$ cat src/rtl/syscon_pkg.sv
package syscon_pkg;

  typedef enum logic [3:0] {
    S_NONE,
    S_RSTEND,
    S_CPUCFG,
    S_FEAT,
    S_MODSTAT,
    S_EQUIP,
    S_KEYLOCK,
    S_L2STAT,
    S_LIGHT,
    S_LOCKA,
    S_LOCKB,
    S_L2INV,
    S_SYSCTL,
    S_MAPSEL,
    S_SCRATCH
  } sel_t;

  localparam logic [15:0] A_RSTEND  = 16'h0092;
  localparam logic [15:0] A_CPUCFG  = 16'h0800;
  localparam logic [15:0] A_FEAT    = 16'h0802;
  localparam logic [15:0] A_MODSTAT = 16'h0803;
  localparam logic [15:0] A_LIGHT   = 16'h0808;
  localparam logic [15:0] A_EQUIP   = 16'h080C;
  localparam logic [15:0] A_LOCKA   = 16'h0810;
  localparam logic [15:0] A_LOCKB   = 16'h0812;
  localparam logic [15:0] A_L2INV   = 16'h0814;
  localparam logic [15:0] A_KEYLOCK = 16'h0818;
  localparam logic [15:0] A_SYSCTL  = 16'h081C;
  localparam logic [15:0] A_L2STAT  = 16'h0823;
  localparam logic [15:0] A_MAPSEL  = 16'h0850;

  localparam logic [7:0] V_CPUCFG  = 8'hEF;
  localparam logic [7:0] V_FEAT    = 8'hAD;
  localparam logic [7:0] V_MODSTAT = 8'hE0;
  localparam logic [7:0] V_EQUIP   = 8'h3C;
  localparam logic [7:0] V_EXTFEAT = 8'h39;
  localparam logic [7:0] V_KEYLOCK = 8'h00;
  localparam logic [7:0] V_L2STAT  = 8'h03;
  localparam logic [7:0] V_EMPTY   = 8'hFF;

  function automatic logic read_claims(sel_t s);
    case (s)
      S_NONE, S_LIGHT, S_LOCKB: read_claims = 1'b0;
      default:                  read_claims = 1'b1;
    endcase
  endfunction

  function automatic logic write_claims(sel_t s);
    case (s)
      S_NONE, S_EQUIP, S_KEYLOCK, S_L2STAT: write_claims = 1'b0;
      default:                              write_claims = 1'b1;
    endcase
  endfunction

endpackage

$ cat src/rtl/syscon_decode.sv
module syscon_decode
  import syscon_pkg::*;
#(
  parameter int ADDR_W   = 16,
  parameter int SCR_N    = 2,
  parameter logic [ADDR_W-1:0] SCR_BASE = 16'h0398,
  localparam int SCR_IW  = (SCR_N > 1) ? $clog2(SCR_N) : 1
) (
  input  logic [ADDR_W-1:0] addr,
  output sel_t              sel,
  output logic [SCR_IW-1:0] scr_idx
);

  logic [ADDR_W-1:0] scr_off;
  logic              scr_hit;

  assign scr_off = addr - SCR_BASE;
  assign scr_hit = (addr >= SCR_BASE) && (scr_off < ADDR_W'(SCR_N));
  assign scr_idx = scr_off[SCR_IW-1:0];

  always_comb begin
    sel = S_NONE;
    if (scr_hit) begin
      sel = S_SCRATCH;
    end else begin
      case (16'(addr))
        A_RSTEND:  sel = S_RSTEND;
        A_CPUCFG:  sel = S_CPUCFG;
        A_FEAT:    sel = S_FEAT;
        A_MODSTAT: sel = S_MODSTAT;
        A_LIGHT:   sel = S_LIGHT;
        A_EQUIP:   sel = S_EQUIP;
        A_LOCKA:   sel = S_LOCKA;
        A_LOCKB:   sel = S_LOCKB;
        A_L2INV:   sel = S_L2INV;
        A_KEYLOCK: sel = S_KEYLOCK;
        A_SYSCTL:  sel = S_SYSCTL;
        A_L2STAT:  sel = S_L2STAT;
        A_MAPSEL:  sel = S_MAPSEL;
        default:   sel = S_NONE;
      endcase
    end
  end

endmodule

$ cat src/rtl/syscon_regs.sv
module syscon_regs
  import syscon_pkg::*;
#(
  parameter int DATA_W  = 8,
  parameter int SCTL_W  = 4,
  parameter int SCR_N   = 2,
  localparam int SCR_IW = (SCR_N > 1) ? $clog2(SCR_N) : 1
) (
  input  logic                         clk,
  input  logic                         rst_n,
  input  logic                         wr_en,
  input  sel_t                         sel,
  input  logic [SCR_IW-1:0]            scr_idx,
  input  logic [DATA_W-1:0]            wdata,
  output logic                         soft_reset,
  output logic                         le_mode,
  output logic                         indicator,
  output logic [SCTL_W-1:0]            sysctl,
  output logic                         map_mode,
  output logic [SCR_N-1:0][DATA_W-1:0] scratch,
  output logic                         lock_strobe,
  output logic [1:0]                   lock_idx
);

  always_ff @(posedge clk or negedge rst_n) begin
    if (!rst_n) begin
      soft_reset <= 1'b0;
      le_mode    <= 1'b0;
      indicator  <= 1'b0;
      sysctl     <= '0;
      map_mode   <= 1'b0;
    end else if (wr_en) begin
      case (sel)
        S_RSTEND: begin
          soft_reset <= wdata[0];
          le_mode    <= wdata[1];
        end
        S_LIGHT:  indicator <= wdata[0];
        S_SYSCTL: sysctl    <= wdata[SCTL_W-1:0];
        S_MAPSEL: map_mode  <= wdata[0];
        default: ;
      endcase
    end
  end

  always_ff @(posedge clk or negedge rst_n) begin
    if (!rst_n) begin
      lock_strobe <= 1'b0;
      lock_idx    <= 2'd0;
    end else begin
      lock_strobe <= wr_en && (sel == S_LOCKA || sel == S_LOCKB);
      if (wr_en && sel == S_LOCKA)      lock_idx <= 2'd1;
      else if (wr_en && sel == S_LOCKB) lock_idx <= 2'd2;
      else                              lock_idx <= 2'd0;
    end
  end

  for (genvar g = 0; g < SCR_N; g++) begin : g_scr
    always_ff @(posedge clk or negedge rst_n) begin
      if (!rst_n) begin
        scratch[g] <= '0;
      end else if (wr_en && sel == S_SCRATCH && scr_idx == SCR_IW'(g)) begin
        scratch[g] <= wdata;
      end
    end
  end

endmodule

$ cat src/rtl/syscon_rdmux.sv
module syscon_rdmux
  import syscon_pkg::*;
#(
  parameter int DATA_W  = 8,
  parameter int SCTL_W  = 4,
  parameter int SCR_N   = 2,
  localparam int SCR_IW = (SCR_N > 1) ? $clog2(SCR_N) : 1
) (
  input  sel_t                         sel,
  input  logic [SCR_IW-1:0]            scr_idx,
  input  logic [SCTL_W-1:0]            sysctl,
  input  logic                         map_mode,
  input  logic [SCR_N-1:0][DATA_W-1:0] scratch,
  output logic [DATA_W-1:0]            rdata
);

  always_comb begin
    case (sel)
      S_RSTEND:  rdata = '0;
      S_CPUCFG:  rdata = DATA_W'(V_CPUCFG);
      S_FEAT:    rdata = DATA_W'(V_FEAT);
      S_MODSTAT: rdata = DATA_W'(V_MODSTAT);
      S_EQUIP:   rdata = DATA_W'(V_EQUIP);
      S_LOCKA:   rdata = DATA_W'(V_EXTFEAT);
      S_KEYLOCK: rdata = DATA_W'(V_KEYLOCK);
      S_L2STAT:  rdata = DATA_W'(V_L2STAT);
      S_SYSCTL:  rdata = DATA_W'(sysctl);
      S_MAPSEL:  rdata = DATA_W'(map_mode);
      S_SCRATCH: rdata = scratch[scr_idx];
      default:   rdata = DATA_W'(V_EMPTY);
    endcase
  end

endmodule

$ cat src/rtl/syscon_ports.sv
module syscon_ports
  import syscon_pkg::*;
#(
  parameter int ADDR_W = 16,
  parameter int DATA_W = 8,
  parameter int SCTL_W = 4,
  parameter int SCR_N  = 2,
  parameter logic [ADDR_W-1:0] SCR_BASE = 16'h0398
) (
  input  logic              clk,
  input  logic              rst_n,
  input  logic              acc_valid,
  input  logic              acc_write,
  input  logic [ADDR_W-1:0] acc_addr,
  input  logic [DATA_W-1:0] acc_wdata,
  output logic              rd_valid,
  output logic [DATA_W-1:0] rd_data,
  output logic              miss,
  output logic              soft_reset,
  output logic              le_mode,
  output logic              indicator,
  output logic              map_mode,
  output logic              lock_strobe,
  output logic [1:0]        lock_idx
);

  localparam int SCR_IW = (SCR_N > 1) ? $clog2(SCR_N) : 1;

  sel_t                         sel;
  logic [SCR_IW-1:0]            scr_idx;
  logic [SCTL_W-1:0]            sysctl;
  logic [SCR_N-1:0][DATA_W-1:0] scratch;
  logic [DATA_W-1:0]            rdata_c;
  logic                         wr_en;
  logic                         rd_en;
  logic                         claimed;

  assign wr_en   = acc_valid && acc_write;
  assign rd_en   = acc_valid && !acc_write;
  assign claimed = acc_write ? write_claims(sel) : read_claims(sel);

  syscon_decode #(.ADDR_W(ADDR_W), .SCR_N(SCR_N), .SCR_BASE(SCR_BASE)) u_dec (
    .addr    (acc_addr),
    .sel     (sel),
    .scr_idx (scr_idx)
  );

  syscon_regs #(.DATA_W(DATA_W), .SCTL_W(SCTL_W), .SCR_N(SCR_N)) u_regs (
    .clk         (clk),
    .rst_n       (rst_n),
    .wr_en       (wr_en),
    .sel         (sel),
    .scr_idx     (scr_idx),
    .wdata       (acc_wdata),
    .soft_reset  (soft_reset),
    .le_mode     (le_mode),
    .indicator   (indicator),
    .sysctl      (sysctl),
    .map_mode    (map_mode),
    .scratch     (scratch),
    .lock_strobe (lock_strobe),
    .lock_idx    (lock_idx)
  );

  syscon_rdmux #(.DATA_W(DATA_W), .SCTL_W(SCTL_W), .SCR_N(SCR_N)) u_rd (
    .sel      (sel),
    .scr_idx  (scr_idx),
    .sysctl   (sysctl),
    .map_mode (map_mode),
    .scratch  (scratch),
    .rdata    (rdata_c)
  );

  always_ff @(posedge clk or negedge rst_n) begin
    if (!rst_n) begin
      rd_valid <= 1'b0;
      rd_data  <= '0;
      miss     <= 1'b0;
    end else begin
      rd_valid <= rd_en;
      miss     <= acc_valid && !claimed;
      if (rd_en) rd_data <= rdata_c;
    end
  end

endmodule

$ cat config.mk
export PLATFORM = sky130hd
export DESIGN_NAME = syscon_ports
export DESIGN_NICKNAME = d
export VERILOG_FILES = /design/src/rtl/syscon_pkg.sv /design/src/rtl/syscon_decode.sv /design/src/rtl/syscon_regs.sv /design/src/rtl/syscon_rdmux.sv /design/src/rtl/syscon_ports.sv
export SDC_FILE = /design/constraint.sdc
export NUM_CORES = 1
export LEC_CHECK = 0
export CORE_UTILIZATION = 40
export CTS_CLUSTER_DIAMETER = 30
export DETAILED_ROUTE_END_ITERATION = 12
export DONT_BUFFER_PORTS = 1
export GPL_TIMING_DRIVEN = 0
export PLACE_DENSITY = 0.53
export SYNTH_ARGS = -nofsm -noshare
export SYNTH_HDL_FRONTEND = slang
export SYNTH_HIERARCHICAL = 1
export SYNTH_SLANG_ARGS = --single-unit
$ cat constraint.sdc
create_clock -name clk -period 1.4 [get_ports clk]
set_input_delay 0.07 -clock clk [delete_from_list [all_inputs] [get_ports clk]]
set_output_delay 0.07 -clock clk [all_outputs]
set_load 0.02 [all_outputs]
==> metrics.yaml <==
timing:
  period_share_pct: 165
  tightestPinTransition_ns: 0.418
  skew_ns: 0.00204
  hold_violations: 0
  setup_ws_ns: -0.903
  setup_viol: 36
  slew_violations: 0
  holdWs_ns: 0.0107
  slew_headroom_pct: 72.2
  period_needed_ns: 2.30
  rsz0062_at_grt: "yes"
  fmax_mhz: 434
floorplan:
  initial_core_util_pct: 42.1
  fp.dieArea_um2: 6210
  pin_count: 45
  die_w_um: 78.8
  rows: 27
  die-height_um: 78.8
  coreArea_um2: 5610
drt:
  wl_per_cell_um: 18.1
  drc: 0
  routed_wl_um: 6060
  drt-initial-drc-count: 75
  viasPerCell: 5.94
  antenna_left: 0
  vias: 1989
  first_pass_iters: 4
worst_setup_path:
  crit_chain: "or4_4 > or2_4 > or3_4 > nand4b_4 > o22ai_4 > buf_6 > buf_6 > a21boi_0 > o32a_1 > mux2_2"
  r2r_slack_ns: 0.05
  crit_buf_inv: 2
  timing.critical_path.mode_cell: "buf_6"
  crit_arrival_ns: 2.48
  startpoint_type: "primary input"
  worstPathRequired_ns: 1.58
  critPathMaxStageDelay_ns: 0.53
  cp_slowest_cell: "or4_4"
  critPathTopFamily: "simple AND/OR/NAND/NOR gates"
  endpoint_kind: "register"
  worstSetupPathType: "in2reg"
  worstPathMaxFanout: 10
synthesis:
  yosys_warnings: 6
  seq_area_frac_synth_pct: 39.2
  netlist_area_um2: 2360
  yosysMostFrequentCell: "dfrtp_1"
  yosysUniqueCellTypes: 58
  synth_area_leaders: "dfrtp_1 (39%), mux2_2 (12%), mux2_4 (5.7%)"
  synth_ff_type: "dfrtp_1"
  synth_fp_nets: 252
  yosysTopAreaCell: "dfrtp_1"
  synth.avg_cell_area_um2: 10.6
  ys_async_sr_fraction_pct: 100
  ys_ff_latch: 37
  netlist_top_cells_count: "dfrtp_1 (37), mux2_2 (25), a21oi_1 (9), mux2_4 (9), nand2_1 (9)"
  synth_edf_count: 0
  synthCells: 223
  netlist.area_leader.share_pct: 39.2
placed_design:
  dp_hpwl_um: 4090
  placed_area_um2: 2560
  port_buffers: 0
  place.gp.congestion: 0.899
clocking:
  cts_buffers: 5
  htreeDepth: 2
  cts.clk_slew.worst_paths_ns: 0.07
  cts_root_buf: "clkbuf_8"
  clock_sinks: 37
  cts_tree: "yes"
  clk_latency_ns: 0.29
  clk_path_buf_depth: 2
global_routing:
  grt_overflow: 0
  antenna_found_initial: 0
  grt_max_degree: 38
  track_usage_pct: 21.2
  grt_pass1_vias: 2035
  grt_pass1_wl_um: 10100
run_status:
  status: "finished with violations"
  violations: "negative setup slack"
cells_and_area:
  postLayoutCellArea_um2: 3140
  syn_to_final_growth_pct: 33.1
  fin_util_pct: 56.0
  layout-drive-gt1-share_pct: 41.1
  layout.nets: 292
  insertedDiodeCount: 0
worst_hold_path:
  hold_path.class: "in2reg"
power_and_ir_drop:
  vdd_drop_max_mv: 0.524
  p_per_area_nw_per_um2: 659
  power_leakage_nw: 1.28
run:
  drv_cap: 0
==> layer usage <==
| layer | vias to the layer above | track usage (%) | wire (um) |
|---|---|---|---|
| li1 | 922 | - | - |
| met1 | 993 | 25.0 | 2540 |
| met2 | 58 | 37.8 | 3120 |
| met3 | 16 | 3.79 | 231 |
| met4 | 0 | 8.55 | 172 |
| met5 | - | 0 | 0 |
==> per-stage QoR <==
step           instances  setup TNS [ns]  power, W  setup slack (ns)
2_1_floorplan        223          -34.44   0.00122             -1.09
3_3_place_gp         295          -44.24   0.00125             -1.49
3_5_place_dp         295          -46.48   0.00125             -1.59
4_1_cts              331          -28.76   0.00210            -0.898
5_1_grt              335          -31.16   0.00218            -0.962
6_report             335          -29.01   0.00207            -0.903
==> report_power, final <==
group | total [W] | switching (W) | internal [W]
logic | 0.000232 | 0.000122 | 0.000110
clock network | 0.000763 | 0.000375 | 0.000389
registers | 0.00108 | 0.00000536 | 0.00107
==> registers in the layout (all words and copies together), names as in the netlist, 2 cells and up <==
signal,flops
rd_data,8
u_regs/sysctl,4
u_regs/scratch,16
u_regs/lock_idx,2
==> cell families after synthesis <==
logic type	Yosys count	synth area share [%]
muxes	40	20.2
adders and majority gates	1	0.530
DFF	37	39.2
buffers and inverters	19	4.40
xor gates and xnor gates	1	0.371
and+or+nand+nor	71	19.3
AOI/OAI and AO/OA	54	16.0
==> worst paths after layout <==
check / start / to / cells past startpoint
worst max-delay path: acc_addr[12] / rd_data[0]$_DFFE_PN0P_ / 10
worst min-delay path: acc_write / miss$_DFF_PN0_ / 2
worst max register to register: u_regs/map_mode$_DFFE_PN0P_ / rd_data[0]$_DFFE_PN0P_ / 4
worst min register to register: u_regs/scratch[3]$_DFFE_PN0P_ / u_regs/scratch[3]$_DFFE_PN0P_ / 1
max in group asynchronous: rst_n / u_regs/lock_idx[0]$_DFF_PN0_ / 2
min in group asynchronous: rst_n / u_regs/soft_reset$_DFFE_PN0P_ / 2
==> layout make-up <==
class / instances / area [um2]
clock buffer: 6 / 82.6
tap: 72 / 90.1
timing repair buffer: 33 / 323
inverter: 4 / 15.0
sequential: 37 / 926
fill: 490 / 2470
buffer: 15 / 134
clock inverter: 1 / 7.51
multi-input combinational: 167 / 1560
==> placed cells by master, fill, tap and decap left out, drive strengths merged, types with 6 or more instances in the layout <==
cell and n:
nor2b 7, buf 33, a21oi 9, nand2 9
dfrtp 37, nor3 7, dlygate4sd3 11, nand2b 6
or3 7, o21ai 8, mux2i 6, mux2 34
o211ai 7, nor2 8, clkbuf 10
==> what timing repair did <==
action	in CTS	in global routing
endpoints found under the hold margin	63	0
setup buffers	17	6
pin swaps	12	15
setup endpoints to repair	36	36
resized for setup	31	18
hold buffers	12	0
(Power assumes the default switching activity.)
